$ cat config.mk
export PLATFORM = sky130hd
export DESIGN_NAME = dac_link_writer
export DESIGN_NICKNAME = d
export VERILOG_FILES = /design/src/rtl/dac_link_pkg.sv /design/src/rtl/dac_frame_pack.sv /design/src/rtl/dac_phase_timer.sv /design/src/rtl/dac_bit_shifter.sv /design/src/rtl/dac_link_ctrl.sv /design/src/rtl/dac_link_writer.sv
export SDC_FILE = /design/constraint.sdc
export NUM_CORES = 1
export LEC_CHECK = 0
export ABC_AREA = 1
export BUFFER_PORTS_ARGS = -buffer_cell sky130_fd_sc_hd__buf_2
export CORE_MARGIN = 4
export CORE_UTILIZATION = 30
export CTS_CLUSTER_SIZE = 16
export DETAILED_ROUTE_END_ITERATION = 10
export GPL_TIMING_DRIVEN = 0
export PLACE_DENSITY_LB_ADDON = 0.25
export SLEW_MARGIN = 20
export SYNTH_ARGS = -nofsm -noshare
export SYNTH_HDL_FRONTEND = slang
export SYNTH_SLANG_ARGS = --single-unit
$ cat constraint.sdc
create_clock -name clk -period 1.9 [get_ports clk]
set_input_delay 0.38 -clock clk [delete_from_list [all_inputs] [get_ports clk]]
set_output_delay 0.38 -clock clk [all_outputs]
set_load 0.05 [all_outputs]
$ cat src/rtl/dac_link_pkg.sv
package dac_link_pkg;

  typedef enum logic [2:0] {
    ST_IDLE,
    ST_SETUP,
    ST_LOW,
    ST_HIGH,
    ST_HOLD,
    ST_GAP
  } link_state_e;

endpackage

$ cat src/rtl/dac_frame_pack.sv
module dac_frame_pack #(
  parameter int ADDR_W  = 3,
  parameter int DATA_W  = 8,
  parameter int FRAME_W = 16
) (
  input  logic [ADDR_W-1:0]  addr,
  input  logic [DATA_W-1:0]  data,
  output logic [FRAME_W-1:0] frame
);
  localparam int PAD_W = FRAME_W - ADDR_W - DATA_W;

  generate
    if (PAD_W > 0) begin : g_pad
      assign frame = {{PAD_W{1'b0}}, addr, data};
    end else begin : g_nopad
      assign frame = {addr, data};
    end
  endgenerate
endmodule

$ cat src/rtl/dac_phase_timer.sv
module dac_phase_timer #(
  parameter int CNT_W = 3
) (
  input  logic             clk,
  input  logic             rst_n,
  input  logic             clear,
  input  logic [CNT_W-1:0] limit,
  output logic             expire
);
  logic [CNT_W-1:0] cnt_q;

  assign expire = (cnt_q == limit - 1'b1);

  always_ff @(posedge clk or negedge rst_n) begin
    if (!rst_n)     cnt_q <= '0;
    else if (clear) cnt_q <= '0;
    else            cnt_q <= cnt_q + 1'b1;
  end
endmodule

$ cat src/rtl/dac_bit_shifter.sv
module dac_bit_shifter #(
  parameter int FRAME_W = 16
) (
  input  logic               clk,
  input  logic               rst_n,
  input  logic               load,
  input  logic [FRAME_W-1:0] frame,
  input  logic               shift,
  input  logic               flush,
  output logic               msb,
  output logic               last_bit
);
  localparam int BC_W = (FRAME_W > 1) ? $clog2(FRAME_W) : 1;

  logic [FRAME_W-1:0] sr_q;
  logic [BC_W-1:0]    bcnt_q;

  assign msb      = sr_q[FRAME_W-1];
  assign last_bit = (bcnt_q == BC_W'(FRAME_W-1));

  always_ff @(posedge clk or negedge rst_n) begin
    if (!rst_n) begin
      sr_q   <= '0;
      bcnt_q <= '0;
    end else if (load) begin
      sr_q   <= frame;
      bcnt_q <= '0;
    end else if (flush) begin
      sr_q   <= '0;
      bcnt_q <= '0;
    end else if (shift) begin
      sr_q   <= {sr_q[FRAME_W-2:0], 1'b0};
      bcnt_q <= bcnt_q + 1'b1;
    end
  end
endmodule

$ cat src/rtl/dac_link_ctrl.sv
module dac_link_ctrl
  import dac_link_pkg::*;
#(
  parameter int HALF_DIV = 4,
  parameter int HOLD_CYC = 2,
  parameter int GAP_CYC  = 3,
  parameter int CNT_W    = 3
) (
  input  logic             clk,
  input  logic             rst_n,
  input  logic             accept,
  input  logic             expire,
  input  logic             last_bit,
  output logic             idle,
  output logic             load,
  output logic             shift,
  output logic             flush,
  output logic             tmr_clear,
  output logic [CNT_W-1:0] tmr_limit,
  output logic             cs_n,
  output logic             sclk,
  output logic             done
);
  link_state_e st_q, st_nxt;
  logic cs_n_q, sclk_q, done_q;

  assign idle      = (st_q == ST_IDLE);
  assign tmr_clear = idle || expire;
  assign cs_n      = cs_n_q;
  assign sclk      = sclk_q;
  assign done      = done_q;

  always_comb begin
    unique case (st_q)
      ST_HOLD: tmr_limit = CNT_W'(HOLD_CYC);
      ST_GAP:  tmr_limit = CNT_W'(GAP_CYC);
      default: tmr_limit = CNT_W'(HALF_DIV);
    endcase
  end

  always_comb begin
    st_nxt = st_q;
    load   = 1'b0;
    shift  = 1'b0;
    flush  = 1'b0;
    unique case (st_q)
      ST_IDLE:  if (accept) begin st_nxt = ST_SETUP; load = 1'b1; end
      ST_SETUP: if (expire) st_nxt = ST_LOW;
      ST_LOW:   if (expire) st_nxt = ST_HIGH;
      ST_HIGH:  if (expire) begin
                  if (last_bit) st_nxt = ST_HOLD;
                  else begin st_nxt = ST_LOW; shift = 1'b1; end
                end
      ST_HOLD:  if (expire) begin st_nxt = ST_GAP; flush = 1'b1; end
      ST_GAP:   if (expire) st_nxt = ST_IDLE;
      default:  st_nxt = ST_IDLE;
    endcase
  end

  always_ff @(posedge clk or negedge rst_n) begin
    if (!rst_n) begin
      st_q   <= ST_IDLE;
      cs_n_q <= 1'b1;
      sclk_q <= 1'b1;
      done_q <= 1'b0;
    end else begin
      st_q   <= st_nxt;
      cs_n_q <= !(st_nxt inside {ST_SETUP, ST_LOW, ST_HIGH, ST_HOLD});
      sclk_q <= (st_nxt != ST_LOW);
      done_q <= (st_q == ST_HOLD) && expire;
    end
  end
endmodule

$ cat src/rtl/dac_link_writer.sv
module dac_link_writer #(
  parameter int ADDR_W   = 3,
  parameter int DATA_W   = 8,
  parameter int FRAME_W  = 16,
  parameter int HALF_DIV = 4,
  parameter int HOLD_CYC = 2,
  parameter int GAP_CYC  = 3
) (
  input  logic              clk,
  input  logic              rst_n,
  input  logic              in_valid,
  output logic              in_ready,
  input  logic [ADDR_W-1:0] in_addr,
  input  logic [DATA_W-1:0] in_data,
  output logic              dac_cs_n,
  output logic              dac_sclk,
  output logic              dac_sdo,
  output logic              frame_done
);
  localparam int MAX_A   = (HALF_DIV > HOLD_CYC) ? HALF_DIV : HOLD_CYC;
  localparam int MAX_LIM = (MAX_A > GAP_CYC) ? MAX_A : GAP_CYC;
  localparam int CNT_W   = $clog2(MAX_LIM + 1);

  logic [FRAME_W-1:0] frame;
  logic               accept, expire, last_bit, idle;
  logic               load, shift, flush, tmr_clear;
  logic [CNT_W-1:0]   tmr_limit;

  assign in_ready = idle;
  assign accept   = in_valid && idle;

  dac_frame_pack #(.ADDR_W(ADDR_W), .DATA_W(DATA_W), .FRAME_W(FRAME_W)) u_pack (
    .addr (in_addr),
    .data (in_data),
    .frame(frame)
  );

  dac_phase_timer #(.CNT_W(CNT_W)) u_timer (
    .clk   (clk),
    .rst_n (rst_n),
    .clear (tmr_clear),
    .limit (tmr_limit),
    .expire(expire)
  );

  dac_bit_shifter #(.FRAME_W(FRAME_W)) u_shift (
    .clk     (clk),
    .rst_n   (rst_n),
    .load    (load),
    .frame   (frame),
    .shift   (shift),
    .flush   (flush),
    .msb     (dac_sdo),
    .last_bit(last_bit)
  );

  dac_link_ctrl #(
    .HALF_DIV(HALF_DIV), .HOLD_CYC(HOLD_CYC), .GAP_CYC(GAP_CYC), .CNT_W(CNT_W)
  ) u_ctrl (
    .clk      (clk),
    .rst_n    (rst_n),
    .accept   (accept),
    .expire   (expire),
    .last_bit (last_bit),
    .idle     (idle),
    .load     (load),
    .shift    (shift),
    .flush    (flush),
    .tmr_clear(tmr_clear),
    .tmr_limit(tmr_limit),
    .cs_n     (dac_cs_n),
    .sclk     (dac_sclk),
    .done     (frame_done)
  );
endmodule

==> Flow_metrics.wiki <==
{| class="wikitable"
! Metric !! Value
|-
| Maximum number of pins on one net before global-route repair || 30
|-
| CTS tree || yes
|-
| Total CTS buffers || 5
|-
| First-pass GRT wire length || 5350 um
|-
| Xor/xnor share of the synthesized area || 2.20%
|-
| Number of setup violations in the final report || 0
|-
| Register clock-pin slew on the reported worst setup and hold paths || 0.06 ns
|-
| Drt wl/cell || 10.9 um
|-
| Sequential fraction of the synthesis area || 45.7%
|-
| Result of the run || complete, no violations
|-
| Final std cells w/o fill || 282
|-
| Util after Layout || 37.3%
|-
| IO Count || 19
|-
| Slowest-stage cell, CP || sky130_fd_sc_hd__dfrtp_1
|-
| Peak per-stage delay on the critical path || 0.36 ns
|-
| Worst slew slack as a fraction of its limit || 56.2%
|-
| Worst setup slack after layout || 0.0717 ns
|-
| Compound-Gate Fraction of Synth Area || 9.34%
|-
| Kind of capture point of the worst setup path || output pin
|-
| Post-synthesis adder-cell area fraction || 1.57%
|-
| Post-placement setup slack || 0.118 ns
|-
| Share of cell area taken by muxes after synthesis || 0%
|-
| Horizontal die dimension || 80.9 um
|-
| Number of register bits inferred by synthesis || 29
|-
| Number of max-capacitance violations reported || 0
|-
| Number of levels the H-tree was split into || 2
|-
| Total wire length || 3080 um
|-
| Die area || 6540 um2
|-
| Drc violations || 0
|-
| Maximum clock frequency || 547 MHz
|-
| Minimum setup slack among reg-to-reg paths || 0.14 ns
|-
| Count of warnings emitted by yosys || 0
|-
| Commonest non-fill, non-tap cell in the layout || sky130_fd_sc_hd__nand2_1
|-
| Synthesized netlist cell count || 183
|-
| Cell count after placement || 271
|-
| Antenna-violating nets left || 0
|-
| Worst path cell trace || buf_4 -> inv_2 -> nand2_1 -> nor2_4 -> buf_6 -> buf_8
|-
| Post-layout power || 0.00277 W
|-
| Core box area || 5140 um2
|-
| Post-synthesis instance area || 1590 um2
|-
| Number of global-route vias before repair || 1,189
|-
| Total via count after detailed routing || 1,238
|-
| Clock Skew || 0.00306 ns
|-
| Worst hold slack || 0.130 ns
|-
| Distinct cell type count after synthesis || 29
|-
| Syn_area_per_cell || 8.71 um2
|-
| Antenna diode instance count || 0
|-
| Worst EP arrival || 1.45 ns
|-
| Power density cells || 1440 nW/um2
|-
| Initial antenna violation count || 0
|-
| Final RePlAce weighted congestion || 0.812
|-
| Post-route fraction of the period consumed by the critical path || 96.2%
|-
| Final Max Slew Viols || 0
|-
| Highest fanout seen on the critical path || 8
|-
| Clock insertion delay at the later pin of the skew report || 0.28 ns
|-
| Crit start category || flop
|-
| Ratio of cells with drive above 1 in the final layout || 32.5%
|-
| Setup crit end || in_ready
|-
| Measured slew at the worst slew-check pin || 0.657 ns
|-
| GRT Resource Usage Total || 10.8%
|-
| Minimum clock period after layout || 1.83 ns
|-
| Max IR drop VDD || 598 uV
|-
| Effective utilization at floorplan || 31.0%
|-
| Clock Root Buffer || sky130_fd_sc_hd__clkbuf_8
|-
| Tightest Hold Check Type || input port to async pin
|-
| Routed vias/inst || 4.39
|-
| Simple-gate share of the synthesized area || 30.8%
|-
| Required arrival time at the worst endpoint || 1.52 ns
|-
| Number of fill cells || 573
|-
| Leak || 0.969 nW
|-
| Largest family of logic cells by synthesized area || simple AND/OR/NAND/NOR gates
|-
| Leading cell types in the layout, fill and taps excluded || sky130_fd_sc_hd__nand2_1, sky130_fd_sc_hd__dfrtp_1, sky130_fd_sc_hd__inv_1
|-
| Clock Sinks || 29
|-
| DR iter-0 viols || 24
|-
| Number of failing hold endpoints at the final stage || 0
|-
| Start point of the critical path || u_ctrl.st_q[2]
|-
| Layout overhead on the synthesized area || 20.4%
|-
| R2R Path End || u_shift.sr_q[14]
|-
| Maximum clock path buffer count || 2
|-
| Worst r2r path cells || 10
|-
| Iteration count of the initial detailed-routing pass || 4
|-
| HPWL reported at the end of detailed placement || 2170 um
|-
| Net count reported at finish || 227
|-
| Category of the critical setup timing path || flop to output pin
|-
| Port Buffers || 18
|-
| Die span in y || 80.9 um
|-
| Net count after synthesis || 199
|-
| Global-route congestion overflow total || 0
|-
| Placement row count || 26
|-
| R2R Path Start || u_ctrl.st_q[0]
|}
## routing by layer
layer  vias up  wire length (um)  global-route usage [%]
li1        635                 -                       -
met1       579              1480                    13.6
met2        17              1400                    16.6
met3         7               127                    3.33
met4         0                67                    5.57
met5         -                 0                       0
## kinds of logic (layout without fill, tap and decap cells)
group,Yosys count,count (layout)
and+or+nand+nor,91,91
buffers and inverters,34,63
DFF,29,29
AOI/OAI and AO/OA,23,23
xor gates and xnor gates,4,4
adders and majority gates,2,2
## cell usage after synthesis
cell type	instances	area (um2)
sky130_fd_sc_hd__a21oi_1	3	15.0
sky130_fd_sc_hd__xor2_1	2	17.5
sky130_fd_sc_hd__nand3_4	1	17.5
sky130_fd_sc_hd__o22ai_2	3	37.5
sky130_fd_sc_hd__buf_6	1	11.3
sky130_fd_sc_hd__nor2_1	6	22.5
sky130_fd_sc_hd__xnor2_1	2	17.5
sky130_fd_sc_hd__nor2_2	3	18.8
sky130_fd_sc_hd__inv_2	3	11.3
sky130_fd_sc_hd__inv_4	1	6.26
sky130_fd_sc_hd__o21ai_0	14	70.1
sky130_fd_sc_hd__buf_2	1	5.00
sky130_fd_sc_hd__a41oi_1	1	8.76
sky130_fd_sc_hd__nand2_1	41	154
sky130_fd_sc_hd__inv_8	1	11.3
sky130_fd_sc_hd__buf_12	1	20.0
sky130_fd_sc_hd__ha_1	2	25.0
sky130_fd_sc_hd__dfrtp_1	27	676
sky130_fd_sc_hd__nand4_1	3	18.8
sky130_fd_sc_hd__buf_4	1	7.51
sky130_fd_sc_hd__nand2_2	12	75.1
sky130_fd_sc_hd__nand3_1	18	90.1
sky130_fd_sc_hd__nand2_4	3	33.8
sky130_fd_sc_hd__nor2_8	2	40.0
sky130_fd_sc_hd__dfstp_2	2	52.6
sky130_fd_sc_hd__nand3_2	2	20.0
sky130_fd_sc_hd__clkbuf_1	1	3.75
sky130_fd_sc_hd__o21ai_2	2	17.5
sky130_fd_sc_hd__inv_1	24	90.1
## stage by stage
stage / area, um2 / TNS (ns)
after floorplan: 1590 / 0
after global placement: 1770 / 0
after detailed placement: 1770 / 0
after CTS: 1890 / 0
after global routing: 1920 / -0.00287
final: 1920 / 0
## worst max-delay path: cells and delay by family (launching register included)
kind	cells	cell delay [ns]
buffers and inverters	4	0.52
AND/OR/NAND/NOR	2	0.29
flip-flops	1	0.36
## report_power, final
group          leakage, nW  total (W)  switching, W  internal [W]
sequential           0.373   0.000980      0.000124      0.000856
clock               0.0542   0.000562      0.000236      0.000327
combinational        0.542    0.00123      0.000784      0.000444
## cell type report
class                      count  area [um2]  area share [%]
buffer                         5        53.8            2.80
clock buffer                   7        96.3            5.02
clock inverter                 1        5.00           0.261
tap                           70        87.6            4.56
multi-input combinational    120         707            36.8
timing repair buffer          21         123            6.39
sequential                    29         728            37.9
inverter                      29         119            6.19
## sequential cells by signal, indices dropped and copies added (netlist names)
signal,count
u_shift.sr_q,16
u_shift.bcnt_q,4
u_ctrl.st_q,3
u_timer.cnt_q,3
u_ctrl.cs_n,1
u_ctrl.done,1
u_ctrl.sclk,1
## repair_timing
action                     4_1_cts  5_1_grt
buffers inserted                 0        3
pin swaps                        0        1
hold buffers                     0        0
setup endpoints to repair        1        8
gates resized for setup          4        3
## how the worst min path moves through the flow
stage	from	endpoint	slack, ns	cells past startpoint
3_3_place_gp	rst_n	u_timer.cnt_q[0]	0.46	1
6_report	rst_n	u_timer.cnt_q[2]	0.13	1
3_5_place_dp	rst_n	u_timer.cnt_q[2]	0.46	1
2_1_floorplan	rst_n	u_ctrl.done	0.08	0
5_1_grt	rst_n	u_shift.sr_q[3]	0.18	1
4_1_cts	rst_n	u_timer.cnt_q[2]	0.15	1
No activity file was read; power rests on OpenSTA's default activity.
